--- src/rtl/sadc_pkg.sv ---
`timescale 1ns/1ps
package sadc_pkg;
  // Status pin style selected by the mode bit of the command byte
  typedef enum logic {
    ST_EOC = 1'b0,  // low while converting
    ST_IRQ = 1'b1   // low once data ready, cleared by sclk rise
  } stat_mode_e;
endpackage

--- src/rtl/sadc_edge_sync.sv ---
`timescale 1ns/1ps
// Multi-flop synchronizer followed by a rise/fall detector.
module sadc_edge_sync #(
  parameter int   STAGES = 2,
  parameter logic IDLE   = 1'b0
) (
  input  logic clk,
  input  logic rst,
  input  logic d,
  output logic rise,
  output logic fall
);
  logic [STAGES-1:0] sh;
  logic              prev;
  logic              lvl;

  always_ff @(posedge clk) begin
    if (rst) begin
      sh   <= {STAGES{IDLE}};
      prev <= IDLE;
    end else begin
      sh   <= {sh[STAGES-2:0], d};
      prev <= sh[STAGES-1];
    end
  end

  assign lvl  = sh[STAGES-1];
  assign rise = lvl & ~prev;
  assign fall = ~lvl & prev;
endmodule

--- src/rtl/sadc_frame_ctl.sv ---
`timescale 1ns/1ps
// Frame sequencer: counts serial edges within a select frame, opens the
// sample window and decides when to hand off to the converter.
module sadc_frame_ctl #(
  parameter int CMD_W       = 8,
  parameter int FRAME_LEN   = 12,
  parameter int SAMPLE_FALL = 4,
  parameter int RC_W        = $clog2(CMD_W + 1),
  parameter int FC_W        = $clog2(FRAME_LEN + 1)
) (
  input  logic            clk,
  input  logic            rst,
  input  logic            cs_fall,
  input  logic            cs_rise,
  input  logic            sclk_rise,
  input  logic            sclk_fall,
  output logic            active,
  output logic            win,
  output logic            shift_in,
  output logic [RC_W-1:0] rise_idx,
  output logic            shift_out,
  output logic            load_out,
  output logic            start_ev
);
  localparam logic [RC_W-1:0] RC_MAX  = RC_W'(CMD_W);
  localparam logic [FC_W-1:0] FC_MAX  = FC_W'(FRAME_LEN);
  localparam logic [FC_W-1:0] FC_LAST = FC_W'(FRAME_LEN - 1);
  localparam logic [FC_W-1:0] FC_WIN  = FC_W'(SAMPLE_FALL - 1);

  logic [RC_W-1:0] rise_cnt;
  logic [FC_W-1:0] fall_cnt;
  logic            fall_ok;

  assign shift_in  = active & ~cs_rise & sclk_rise & (rise_cnt != RC_MAX);
  assign fall_ok   = active & ~cs_rise & sclk_fall & (fall_cnt != FC_MAX);
  assign shift_out = fall_ok & (fall_cnt < FC_LAST);
  assign start_ev  = fall_ok & (fall_cnt == FC_LAST);
  assign load_out  = cs_fall;
  assign rise_idx  = rise_cnt;

  always_ff @(posedge clk) begin
    if (rst) begin
      rise_cnt <= '0;
      fall_cnt <= '0;
      active   <= 1'b0;
      win      <= 1'b0;
    end else if (cs_fall) begin
      rise_cnt <= '0;
      fall_cnt <= '0;
      active   <= 1'b1;
      win      <= 1'b0;
    end else if (cs_rise) begin
      active   <= 1'b0;
      win      <= 1'b0;
    end else if (active) begin
      if (shift_in) rise_cnt <= rise_cnt + RC_W'(1);
      if (fall_ok) begin
        fall_cnt <= fall_cnt + FC_W'(1);
        if (fall_cnt == FC_WIN)  win <= 1'b1;
        if (fall_cnt == FC_LAST) win <= 1'b0;
      end
    end
  end
endmodule

--- src/rtl/sadc_cmd_rx.sv ---
`timescale 1ns/1ps
// Command receiver: MSB-first shifter that latches the channel nibble as
// soon as it is complete and picks the status-style bit out of the config.
module sadc_cmd_rx
  import sadc_pkg::*;
#(
  parameter int ADDR_W   = 4,
  parameter int CMD_W    = 8,
  parameter int MODE_BIT = 0,
  parameter int RC_W     = 4
) (
  input  logic              clk,
  input  logic              rst,
  input  logic              shift_in,
  input  logic              sdi,
  input  logic [RC_W-1:0]   rise_idx,
  output logic [ADDR_W-1:0] addr,
  output stat_mode_e        mode_sel
);
  localparam logic [RC_W-1:0] ADDR_IDX = RC_W'(ADDR_W - 1);
  localparam logic [RC_W-1:0] MODE_IDX = RC_W'(CMD_W - 1 - MODE_BIT);

  logic [ADDR_W-2:0] sh;
  logic [ADDR_W-1:0] nxt;

  assign nxt = {sh, sdi};

  always_ff @(posedge clk) begin
    if (rst) begin
      sh       <= '0;
      addr     <= '0;
      mode_sel <= ST_EOC;
    end else if (shift_in) begin
      sh <= nxt[ADDR_W-2:0];
      if (rise_idx == ADDR_IDX) addr     <= nxt;
      if (rise_idx == MODE_IDX) mode_sel <= stat_mode_e'(sdi);
    end
  end
endmodule

--- src/rtl/sadc_result_tx.sv ---
`timescale 1ns/1ps
// Result holding register plus MSB-first output shifter.
module sadc_result_tx #(
  parameter int RES_W = 12
) (
  input  logic             clk,
  input  logic             rst,
  input  logic             load,
  input  logic             shift,
  input  logic             done,
  input  logic [RES_W-1:0] data,
  output logic             sdo
);
  logic [RES_W-1:0] res_q;
  logic [RES_W-1:0] sr;

  always_ff @(posedge clk) begin
    if (rst) begin
      res_q <= '0;
      sr    <= '0;
    end else begin
      if (done) res_q <= data;
      if (load)       sr <= res_q;
      else if (shift) sr <= {sr[RES_W-2:0], 1'b0};
    end
  end

  assign sdo = sr[RES_W-1];
endmodule

--- src/rtl/sadc_status.sv ---
`timescale 1ns/1ps
// Status pin controller for the busy and interrupt styles.
module sadc_status
  import sadc_pkg::*;
(
  input  logic       clk,
  input  logic       rst,
  input  logic       start,
  input  stat_mode_e mode_sel,
  input  logic       done,
  input  logic       sclk_rise,
  output logic       status_n,
  output stat_mode_e mode_q
);
  always_ff @(posedge clk) begin
    if (rst) begin
      status_n <= 1'b1;
      mode_q   <= ST_EOC;
    end else if (start) begin
      mode_q <= mode_sel;
      if (mode_sel == ST_EOC) status_n <= 1'b0;
    end else if (done) begin
      status_n <= (mode_q == ST_EOC);
    end else if (sclk_rise && mode_q == ST_IRQ) begin
      status_n <= 1'b1;
    end
  end
endmodule

--- src/rtl/sadc_frontend.sv ---
`timescale 1ns/1ps
module sadc_frontend
  import sadc_pkg::*;
#(
  parameter int RES_W       = 12,
  parameter int CMD_W       = 8,
  parameter int ADDR_W      = 4,
  parameter int MODE_BIT    = 0,
  parameter int FRAME_LEN   = 12,
  parameter int SAMPLE_FALL = 4,
  parameter int SYNC_STAGES = 2
) (
  input  logic              clk,
  input  logic              rst,
  input  logic              cs_n,
  input  logic              sclk,
  input  logic              sdi,
  output logic              sdo,
  output logic              sdo_oe,
  output logic              sample_win,
  output logic              conv_start,
  output logic [ADDR_W-1:0] conv_chan,
  input  logic              conv_done,
  input  logic [RES_W-1:0]  conv_data,
  output logic              status_n
);
  localparam int RC_W = $clog2(CMD_W + 1);
  localparam int FC_W = $clog2(FRAME_LEN + 1);

  logic cs_rise, cs_fall, sclk_rise, sclk_fall;
  logic [SYNC_STAGES-1:0] sdi_sh;
  logic sdi_s;
  logic shift_in, shift_out, load_out, start_ev;
  logic [RC_W-1:0] rise_idx;
  logic [ADDR_W-1:0] addr;
  stat_mode_e mode_sel;
  stat_mode_e stat_mode;

  sadc_edge_sync #(.STAGES(SYNC_STAGES), .IDLE(1'b1)) u_cs_sync (
    .clk(clk), .rst(rst), .d(cs_n), .rise(cs_rise), .fall(cs_fall)
  );

  sadc_edge_sync #(.STAGES(SYNC_STAGES), .IDLE(1'b0)) u_sclk_sync (
    .clk(clk), .rst(rst), .d(sclk), .rise(sclk_rise), .fall(sclk_fall)
  );

  // data lane delayed by the same depth so it lines up with the clock edge
  always_ff @(posedge clk) begin
    if (rst) sdi_sh <= '0;
    else     sdi_sh <= {sdi_sh[SYNC_STAGES-2:0], sdi};
  end
  assign sdi_s = sdi_sh[SYNC_STAGES-1];

  sadc_frame_ctl #(
    .CMD_W(CMD_W), .FRAME_LEN(FRAME_LEN), .SAMPLE_FALL(SAMPLE_FALL),
    .RC_W(RC_W), .FC_W(FC_W)
  ) u_frame (
    .clk(clk), .rst(rst),
    .cs_fall(cs_fall), .cs_rise(cs_rise),
    .sclk_rise(sclk_rise), .sclk_fall(sclk_fall),
    .active(sdo_oe), .win(sample_win),
    .shift_in(shift_in), .rise_idx(rise_idx),
    .shift_out(shift_out), .load_out(load_out), .start_ev(start_ev)
  );

  sadc_cmd_rx #(
    .ADDR_W(ADDR_W), .CMD_W(CMD_W), .MODE_BIT(MODE_BIT), .RC_W(RC_W)
  ) u_cmd (
    .clk(clk), .rst(rst), .shift_in(shift_in), .sdi(sdi_s),
    .rise_idx(rise_idx), .addr(addr), .mode_sel(mode_sel)
  );

  sadc_result_tx #(.RES_W(RES_W)) u_res (
    .clk(clk), .rst(rst), .load(load_out), .shift(shift_out),
    .done(conv_done), .data(conv_data), .sdo(sdo)
  );

  sadc_status u_stat (
    .clk(clk), .rst(rst), .start(start_ev), .mode_sel(mode_sel),
    .done(conv_done), .sclk_rise(sclk_rise),
    .status_n(status_n), .mode_q(stat_mode)
  );

  always_ff @(posedge clk) begin
    if (rst) begin
      conv_start <= 1'b0;
      conv_chan  <= '0;
    end else begin
      conv_start <= start_ev;
      if (start_ev) conv_chan <= addr;
    end
  end
endmodule

--- config.mk ---
export PLATFORM = sky130hd
export DESIGN_NAME = sadc_frontend
export DESIGN_NICKNAME = d
export VERILOG_FILES = /design/src/rtl/sadc_pkg.sv /design/src/rtl/sadc_edge_sync.sv /design/src/rtl/sadc_frame_ctl.sv /design/src/rtl/sadc_cmd_rx.sv /design/src/rtl/sadc_result_tx.sv /design/src/rtl/sadc_status.sv /design/src/rtl/sadc_frontend.sv
export SDC_FILE = /design/constraint.sdc
export NUM_CORES = 1
export LEC_CHECK = 0
export BUFFER_PORTS_ARGS = -buffer_cell sky130_fd_sc_hd__buf_2
export CORE_ASPECT_RATIO = 0.6
export CORE_MARGIN = 2
export CORE_UTILIZATION = 61
export DETAILED_ROUTE_END_ITERATION = 10
export GPL_ROUTABILITY_DRIVEN = 1
export PLACE_DENSITY = 0.9
export SETUP_SLACK_MARGIN = 0.3
export SYNTH_ARGS = -nofsm -noshare
export SYNTH_HDL_FRONTEND = slang
export SYNTH_SLANG_ARGS = --single-unit
--- constraint.sdc ---
create_clock -name clk -period 3.55 [get_ports clk]
set_clock_uncertainty 0.2 [all_clocks]
set_input_delay 0.8875 -clock clk [delete_from_list [all_inputs] [get_ports clk]]
set_output_delay 0.8875 -clock clk [all_outputs]
set_load 0.005 [all_outputs]
# After elaboration in Yosys (flattened, before gate mapping)

Index checks and enable logic that the tools add are counted.

Register bits: 57
Latch bits: 0
Bits in writable memories: 0
ROM bits: 0
Input port bits: 18
Output and inout bits: 9
Logic and storage cells: 68
Memories kept: 0

Add/sub/neg operators: 2
Multiply operators: 0
Divide/modulo/power cells: 0
Order comparisons: 1
Eq/ne operators: 7
Shift operators: 0
Mux-type cells: 10
Bitwise logic cells: 17
Reductions and logical operators: 13

Operator list:

| kind                  | count |
|---|---|
| $mux W12              | 2 |
| $and A1 B1 Y1         | 11 |
| $reduce_and A3 Y1     | 3 |
| $add A4 B1 Y4 const B | 2 |
| $eq A4 B2 Y1 const B  | 2 |
| $mux W1               | 8 |
| $ne A4 B4 Y1 const B  | 2 |
| $not A1 Y1            | 6 |
| $reduce_and A2 Y1     | 3 |
| $reduce_bool A2 Y1    | 3 |
| $eq A4 B3 Y1 const B  | 1 |
| $eq A4 B4 Y1 const B  | 1 |
| $lt A4 B4 Y1 const B  | 1 |
| $reduce_bool A3 Y1    | 1 |
| $reduce_or A3 Y1      | 1 |
| $ne A2 B2 Y1 const B  | 1 |
| $reduce_or A2 Y1      | 1 |
| $logic_and A1 B1 Y1   | 1 |

# Logic depth before layout (Yosys ltp)

Gate-level depths: netlist (run 1).

Depth in word-level cells: 9
Depth in mapped cells: 7
Depth with buffers taken out: 5

# Hierarchy

A second synthesis (run 1) with hierarchy kept.

Cells, all modules: 235
Area, all modules: 2398.6 µm²

Modules (own cells, without submodules):

| module                        | instances | cells each | area each (µm²) | seq. area each (µm²) |
|---|---|---|---|---|
| sadc_result_tx                | 1         | 91         | 962.2           | 480.5 |
| sadc_frame_ctl                | 1         | 66         | 578.1           | 200.2 |
| sadc_cmd_rx                   | 1         | 33         | 361.6           | 160.2 |
| sadc_frontend                 | 1         | 19         | 225.2           | 140.1 |
| sadc_edge_sync at u_cs_sync   | 1         | 8          | 92.6            | 60.1 |
| sadc_edge_sync at u_sclk_sync | 1         | 8          | 91.3            | 60.1 |
| sadc_status                   | 1         | 10         | 87.6            | 40.0 |

# Worst setup path after synthesis (run 1)

Ideal clock, no wire load.

Path kind: input port to flip-flop
From: input port rst
To: register u_frame.rise_cnt[2] (netlist: u_frame.rise_idx[2])
Setup time: 59 ps
Arrival: 1748 ps
Data required time: 3291 ps
Setup slack: 1543 ps
Stages on the path: 5
Cells stage by stage: buf_2 -> or2_2 -> buf_2 -> a211oi_1 -> a41o_1

Cells in the longest elaborated chain, start to end: 1

RTL lines:

| item                              | RTL line             | text |
|---|---|---|
| start, declared                   | sadc_frontend.sv:14  | `input logic rst,` |
| $reduce_or A2 Y1 (no source line) | -                    |  |
| end signal, assigned              | sadc_frame_ctl.sv:56 | `if (shift_in) rise_cnt <= rise_cnt + RC_W'(1);` |
| end, declared                     | sadc_frame_ctl.sv:30 | `logic [RC_W-1:0] rise_cnt;` |

No other way between the ends.
A chain may end at the register's enable or synchronous reset.

# Worst setup path in the final report (run 1)

From: register u_cs_sync.prev
To: register u_cmd.addr[3]

Cells in the longest elaborated chain, start to end: 7

RTL lines:

| item                               | RTL line             | text |
|---|---|---|
| start, declared                    | sadc_edge_sync.sv:14 | `logic prev;` |
| start signal, assigned             | sadc_edge_sync.sv:23 | `prev <= sh[STAGES-1];` |
| $not A1 Y1                         | sadc_edge_sync.sv:28 | `assign rise = lvl & ~prev;` |
| $and A1 B1 Y1                      | sadc_edge_sync.sv:28 |  |
| $not A1 Y1                         | sadc_frame_ctl.sv:34 | `assign shift_in = active & ~cs_rise & sclk_rise & (rise_cnt != RC_MAX);` |
| $and A1 B1 Y1 (3 in a row)         | sadc_frame_ctl.sv:34 |  |
| $reduce_and A2 Y1 (no source line) | -                    |  |
| end signal, assigned               | sadc_cmd_rx.sv:35    | `if (rise_idx == ADDR_IDX) addr <= nxt;` |
| end, declared                      | sadc_cmd_rx.sv:17    | `output logic [ADDR_W-1:0] addr,` |

No other way between the ends.

==> summary.md, run 1 <==
| Metric | Value |
|---|---|
| CP Max Fanout | `9` |
| Vias in the first global route | `roughly 1.8k` |
| TritonCTS buffer count | `9` |
| Worst Path Required | `~3600 ps` |
| Hold buffers post-CTS | `0` |
| Post-CTS sizing | `0` |
| DRC viols | `0` |
| Placed cell count | `321` |
| Total power | `1.34 mW` |
| GRT Residual Overflow | `0` |
| Clk root buf | `clkbuf_8` |
| Mapped Area | `2520 um2` |
| Via count | `1911` |
| Part of the cycle the worst path needs | `0.617` |
| Syn Nets | `286` |
| Critical Path Source Type | `register` |
| Rel. slew slack | `0.442` |
| Postcts setup bufs | `0` |
| N_diodes | `0` |
| Power density over cell area | `roughly 470 nW/um2` |
| Ys async rst share | `0` |
| Syn avg cell area | `9.60 um2` |
| Sequential area share after synthesis | `0.454` |
| CP Capture Type | `register` |
| Worst setup path startpoint | `u_cs_sync.prev` |
| LEAKAGE | `1.10 nW` |
| DRT Pass-1 Iters | `4` |
| Io pins | `27` |
| Starting density of the core | `0.624` |
| Clock transition at path regs | `60 ps` |
| CORE AREA | `4030 um2` |
| Max-cap violations | `0` |
| Die Y | `53.8 um` |
| CTS Sinks | `57` |
| Detail Placement HPWL | `3250 um` |
| Fin nets | `306` |
| Post-synthesis cell count | `262` |
| H-tree levels | `3` |
| CTS tree | `yes` |
| Layout overhead on the synthesized area | `12.3%` |
| Wire per inst | `14.5 um` |
| Arrival @ worst endpoint | `2250 ps` |
| Gr busiest metal | `met1` |
| Routed vias/inst | `~5.7` |
| Fin. max-slew vios | `0` |
| GRT Total Usage | `0.242` |
| Max VDD drop | `0.000330 V` |
| First-pass GRT wire length | `about 8300 um` |
| Layout cells sized above 1 | `0.203` |
| Total Wirelength | `4870 um` |
| Post-synth EDFFs | `0` |
| Met3 usage | `0.0782` |
| Num rows | `18` |
| Routability Congestion | `0.777` |
| Least-Margin Pin Slew | `837 ps` |
| Grt met2 use | `0.328` |
| Fmax | `0.457 GHz` |
| Starting DRT DRC Count | `slightly above 90` |
| Yosys cell types | `38` |
| Status | `finished clean` |
| Total negative slack | `0 ps` |
| DRT antenna net count | `0` |
| Die ar. | `around 4700 um2` |
| Clock Path Buffers | `2` |
| # setup viols final | `0` |
| Worst r2r src | `u_cs_sync.prev` |
| Top FF cell, synth | `dfxtp_1` |
| Skew-Pair Late Insertion Delay | `330 ps` |
| Final worst path period need | `2190 ps` |
| Ys Warns | `0` |
| RSZ-0062 raised after global routing | `false` |
| M1 GR Usage | `0.350` |
| Initial antenna violation count | `0` |
| Worst hold path type | `register to register` |
| Crit Path Category | `register to register` |
| Largest net degree at the start of global routing | `30` |
| Final hold viol count | `0` |
| FF+latch count, synth | `57` |
| Chip width | `roughly 87 um` |
| Min-delay src | `u_cs_sync.sh[0]` |
| Port bufs | `26` |
| Final std cells w/o fill | `336` |
## synthesized netlist by cell type (4+ instances only)
cell | n | area share
a2111oi_2 | 9 | 0.054
nand3_1 | 13 | 0.026
buf_2 | 8 | 0.016
nor2b_1 | 15 | 0.037
a21oi_1 | 18 | 0.036
clkbuf_1 | 7 | 0.010
inv_1 | 10 | 0.015
dfxtp_1 | 57 | 0.45
nand2b_1 | 9 | 0.022
or2_2 | 4 | 0.0099
mux2i_1 | 18 | 0.072
o21ai_0 | 13 | 0.026
nor2_1 | 27 | 0.040
a21boi_0 | 9 | 0.027
ha_1 | 6 | 0.030
## worst max-delay path, cell delays in order, from the launching register on
cell and delay (ps):
dfxtp_1 340, inv_1 50, ha_1 250, nand4bb_1 450
nor4b_4 590, mux2i_1 240
## through the flow
stage	area, um2	setup slack [ps]	hold slack [ps]	util
after floorplan	2520	1540	189	-
after global placement	2630	1320	192	0.653
after detailed placement	2630	1300	202	0.653
after CTS	2830	1370	217	0.701
after global routing	2830	1210	247	0.701
final	2830	1360	213	0.701
## report_power, final
part	total, mW	switching (mW)	leakage (nW)	internal (mW)
Clock	0.595	0.239	0.102	0.356
Sequential	0.667	0.00848	0.464	0.659
Combinational	0.0783	0.0425	0.536	0.0358
## registers in the layout (all words and copies together) (netlist names)
register and flops:
u_frame.fall_cnt 4, u_res.res_q 12, u_frame.win 1, u_frame.active 1
u_stat.mode_q 1, sdi_sh 2, u_sclk_sync.prev 1, u_cmd.sh 3
u_sclk_sync.sh 2, u_cmd.mode_sel 1, u_stat.status_n 1, conv_start 1
u_cs_sync.sh 2, u_frame.rise_idx 4, u_cs_sync.prev 1, conv_chan 4
u_cmd.addr 4, u_res.sr 12
## layer usage
metal | routed length, um | vias up
met5 | 0 | -
met4 | 53 | 0
met3 | 260 | 6
met2 | 1990 | 50
met1 | 2560 | 885
li1 | - | 970
## layout make-up
class	count	area (um2)
Multi-Input combinational cell	175	1240
Fill cell	316	1200
Sequential cell	57	1140
Clock buffer	12	155
Timing Repair Buffer	29	153
Tap cell	50	62.6
Clock inverter	3	40.0
Inverter	10	37.5
## logic make-up (layout without fill, tap and decap cells)
family	Yosys count	count (layout)	synth area share
mux	18	18	0.0716
buf+inv	30	54	0.0547
fa+ha+maj	6	6	0.0298
flops	57	57	0.454
simple gates	90	90	0.210
compound gates	61	61	0.181
## placed cells by master, fill, tap and decap left out, drive strengths merged, types with 10 or more instances in the layout
cell type,count
nand3,13
o21ai,14
clkbuf,12
nor2b,15
a21oi,18
inv,10
a2111oi,11
dfxtp,57
buf,29
mux2i,18
nor2,27
## final timing paths
path	end	slack, ps	cells after the start
hold reg to reg	u_cs_sync.sh[1]	210	1
setup reg to reg	u_cmd.addr[3]	1360	5
setup / recovery	u_cmd.addr[3]	1360	5
hold / removal	u_cs_sync.sh[1]	210	1
Note: power is estimated with default switching activity, not from simulation.
==> run 2, diff against run 1 <==
- ABC_AREA: unset -> 1
- CORE_UTILIZATION: 61 -> 51
- PLACE_DENSITY: 0.9 -> 0.82
- clock period: 3.55 -> 1.95 ns (I/O delays scaled with it)
==> run 2 against run 1 <==
Synthesized cell count increased by 17%. Global-route usage shrank 2.4 points. Total power grew 75%. Sequential power grew 83%. Final cell count is 24% higher. Worst setup slack worse by 1100 ps. Clock-buffer cell count is 1 higher. Non-clock buffer count is 17 higher. Register-to-register slack got worse by 1100 ps. First-iteration DRC count grew 69%. Critical path depth increased by 6. Die area is 9.7% higher. Critical path type unchanged. Largest power group unchanged.
==> summary.md, run 2 <==
| Metric | Value |
|---|---|
| # setup viols final | `0` |
| CP Max Fanout | `5` |
| Most common cell after layout, fill and taps aside | `nor2_1` |
| Sequential area share after synthesis | `0.491` |
| Final worst path period need | `about 1700 ps` |
| Cell with the most instances after synthesis | `nor2_1` |
| Initial antenna violation count | `0` |
| Largest net degree at the start of global routing | `25` |
| Worst r2r src | `u_cs_sync.prev` |
| Commonest cells after routing, fill and taps aside | `nor2_1 (62), dfxtp_1 (55), nand2_1 (37), buf_2 (26), inv_1 (24)` |
| Num rows | `18` |
| Worst setup path startpoint | `u_cs_sync.prev` |
| FF+latch count, synth | `57` |
| Critical Path Source Type | `register` |
| Total power | `roughly 2.4 mW` |
| CP Capture Type | `register` |
| Ys Warns | `0` |
| Chip width | `91.1 um` |
| Yosys cell types | `26` |
| Routability Congestion | `about 0.83` |
| Layout overhead on the synthesized area | `31.2%` |
| Post-synthesis cell count | `between 300 and 400` |
| Detail Placement HPWL | `3470 um` |
| Ranking of synthesized cells by area | `dfxtp_1 (49%), nor2_1 (11%), nand2_1 (6.8%), o21ai_0 (5.6%), inv_1 (4.7%)` |
| RSZ-0062 raised after global routing | `true` |
| Wire per inst | `approximately 15 um` |
| Fmax | `slightly below 0.6 GHz` |
| Place WS | `between 150 and 200 ps` |
| GRT Total Usage | `0.219` |
| Top FF cell, synth | `dfxtp_1` |
| Worst hold path type | `input pin to register` |
| Crit Path Category | `register to register` |
| Mapped Area | `2320 um2` |
| Die Y | `56.3 um` |
| Clock Path Buffers | `2` |
| Worst Path Required | `approximately 2000 ps` |
| Hold buffers post-CTS | `0` |
| Io pins | `27` |
| DRT Pass-1 Iters | `6` |
| Least-Margin Pin Slew | `432 ps` |
| Status | `finished clean` |
| Fin. max-slew vios | `0` |
| Skew-Pair Late Insertion Delay | `340 ps` |
| Power density over cell area | `772 nW/um2` |
| Part of the cycle the worst path needs | `0.863` |
| Fin nets | `377` |
| Top cell type's share of synthesized area | `0.491` |
| CTS Sinks | `57` |
| Starting DRT DRC Count | `157` |
| Synth top cells by count | `nor2_1 (67), dfxtp_1 (57), nand2_1 (42)` |
| Port bufs | `26` |
| Via count | `2221` |
| DRT antenna net count | `0` |
| Clk root buf | `clkbuf_8` |
| Top Registers | `u_res.res_q x12, u_res.sr x12` |
| Post-synth EDFFs | `0` |
| Starting density of the core | `0.548` |
| Die ar. | `5130 um2` |
| N_diodes | `0` |
| Arrival @ worst endpoint | `1710 ps` |
| Layout cells sized above 1 | `0.318` |
| Syn Nets | `331` |
| CTS tree | `yes` |
| Clock transition at path regs | `60 ps` |
| Max-cap violations | `0` |
| Worst setup margin | `approximately 270 ps` |
| Total negative slack | `0 ps` |
| Total Wirelength | `6080 um` |
| Min-delay src | `cs_n` |
| First-pass GRT wire length | `8640 um` |
| Syn avg cell area | `7.56 um2` |
| Ys async rst share | `0` |
| LEAKAGE | `1.27 nW` |
| Max VDD drop | `0.000572 V` |
| Final hold viol count | `0` |
| Vias in the first global route | `1828` |
| DRC viols | `0` |
| GRT Residual Overflow | `0` |
| CORE AREA | `4230 um2` |
| Dominant cell type by area after synthesis | `dfxtp_1` |
| TritonCTS buffer count | `9` |
| Rel. slew slack | `0.712` |
| Routed vias/inst | `between 5 and 6` |
| H-tree levels | `3` |
[run 2: where the power goes]
part	leakage (nW)	internal, mW	switching (mW)
Sequential	0.464	1.20	0.0231
Combinational	0.721	0.0723	0.0973
Clock	0.0875	0.544	0.416
[run 2: logic make-up (layout without fill, tap and decap cells)]
logic type / count (synthesis) / after routing / synth area share
AND/OR/NAND/NOR: 146 / 146 / 0.277
buffers and inverters: 42 / 90 / 0.0727
XOR/XNOR: 1 / 1 / 0.00377
AO/OA/AOI/OAI: 55 / 55 / 0.122
flip-flops: 57 / 57 / 0.491
adder cells (fa/ha/maj): 6 / 6 / 0.0323
[run 2: per-layer routing]
| metal | GRT usage | part of all wire | vias to the layer above |
|---|---|---|---|
| li1 | - | - | 1077 |
| met1 | 0.322 | 0.44 | 1000 |
| met2 | 0.287 | 0.44 | 122 |
| met3 | 0.0819 | 0.092 | 22 |
| met4 | 0.0779 | 0.026 | 0 |
| met5 | 0 | 0 | - |
[run 2: repair_timing]
action | 4_1_cts | 5_1_grt
resized for setup | 17 | 57
pin swaps | 3 | 13
cloned | 1 | 0
setup buffers | 3 | 11
setup endpoints to repair | 29 | 35
[run 2: metrics by stage]
stage / instance area [um2] / hold WS, ps / utilization / instances
global route: 3050 / 134 / 0.720 / 415
detailed placement: 2520 / 199 / 0.596 / 387
CTS: 2780 / 125 / 0.657 / 404
finish: 3050 / 135 / 0.720 / 415
global placement: 2520 / 192 / 0.596 / 387
floorplan: 2320 / 188 / - / 307
[run 2: layout make-up]
cell class              count  area [um2]
flip-flops and latches     57        1150
multi-input cells         208        1200
repair buffers             46         332
fillers                   323        1190
well taps                  60        75.1
clock buffers              13         169
inverters                  31         128
[run 2: final timing paths]
| path | end | slack (ps) | cells past startpoint |
|---|---|---|---|
| hold reg to reg | u_sclk_sync.sh[1] | 200 | 2 |
| setup / recovery | u_res.sr[7] | 270 | 11 |
| setup reg to reg | u_res.sr[7] | 270 | 11 |
| hold / removal | u_cs_sync.sh[0] | 130 | 2 |
[run 2: worst max-delay path: stages (launching register included)]
cell,delay (ps)
dfxtp_2,340
inv_2,50
ha_4,160
inv_4,50
nand2_4,70
nor2_8,160
nand2_4,100
nand2_8,100
buf_6,140
nand3_2,70
o21ai_2,70
nor2_1,70
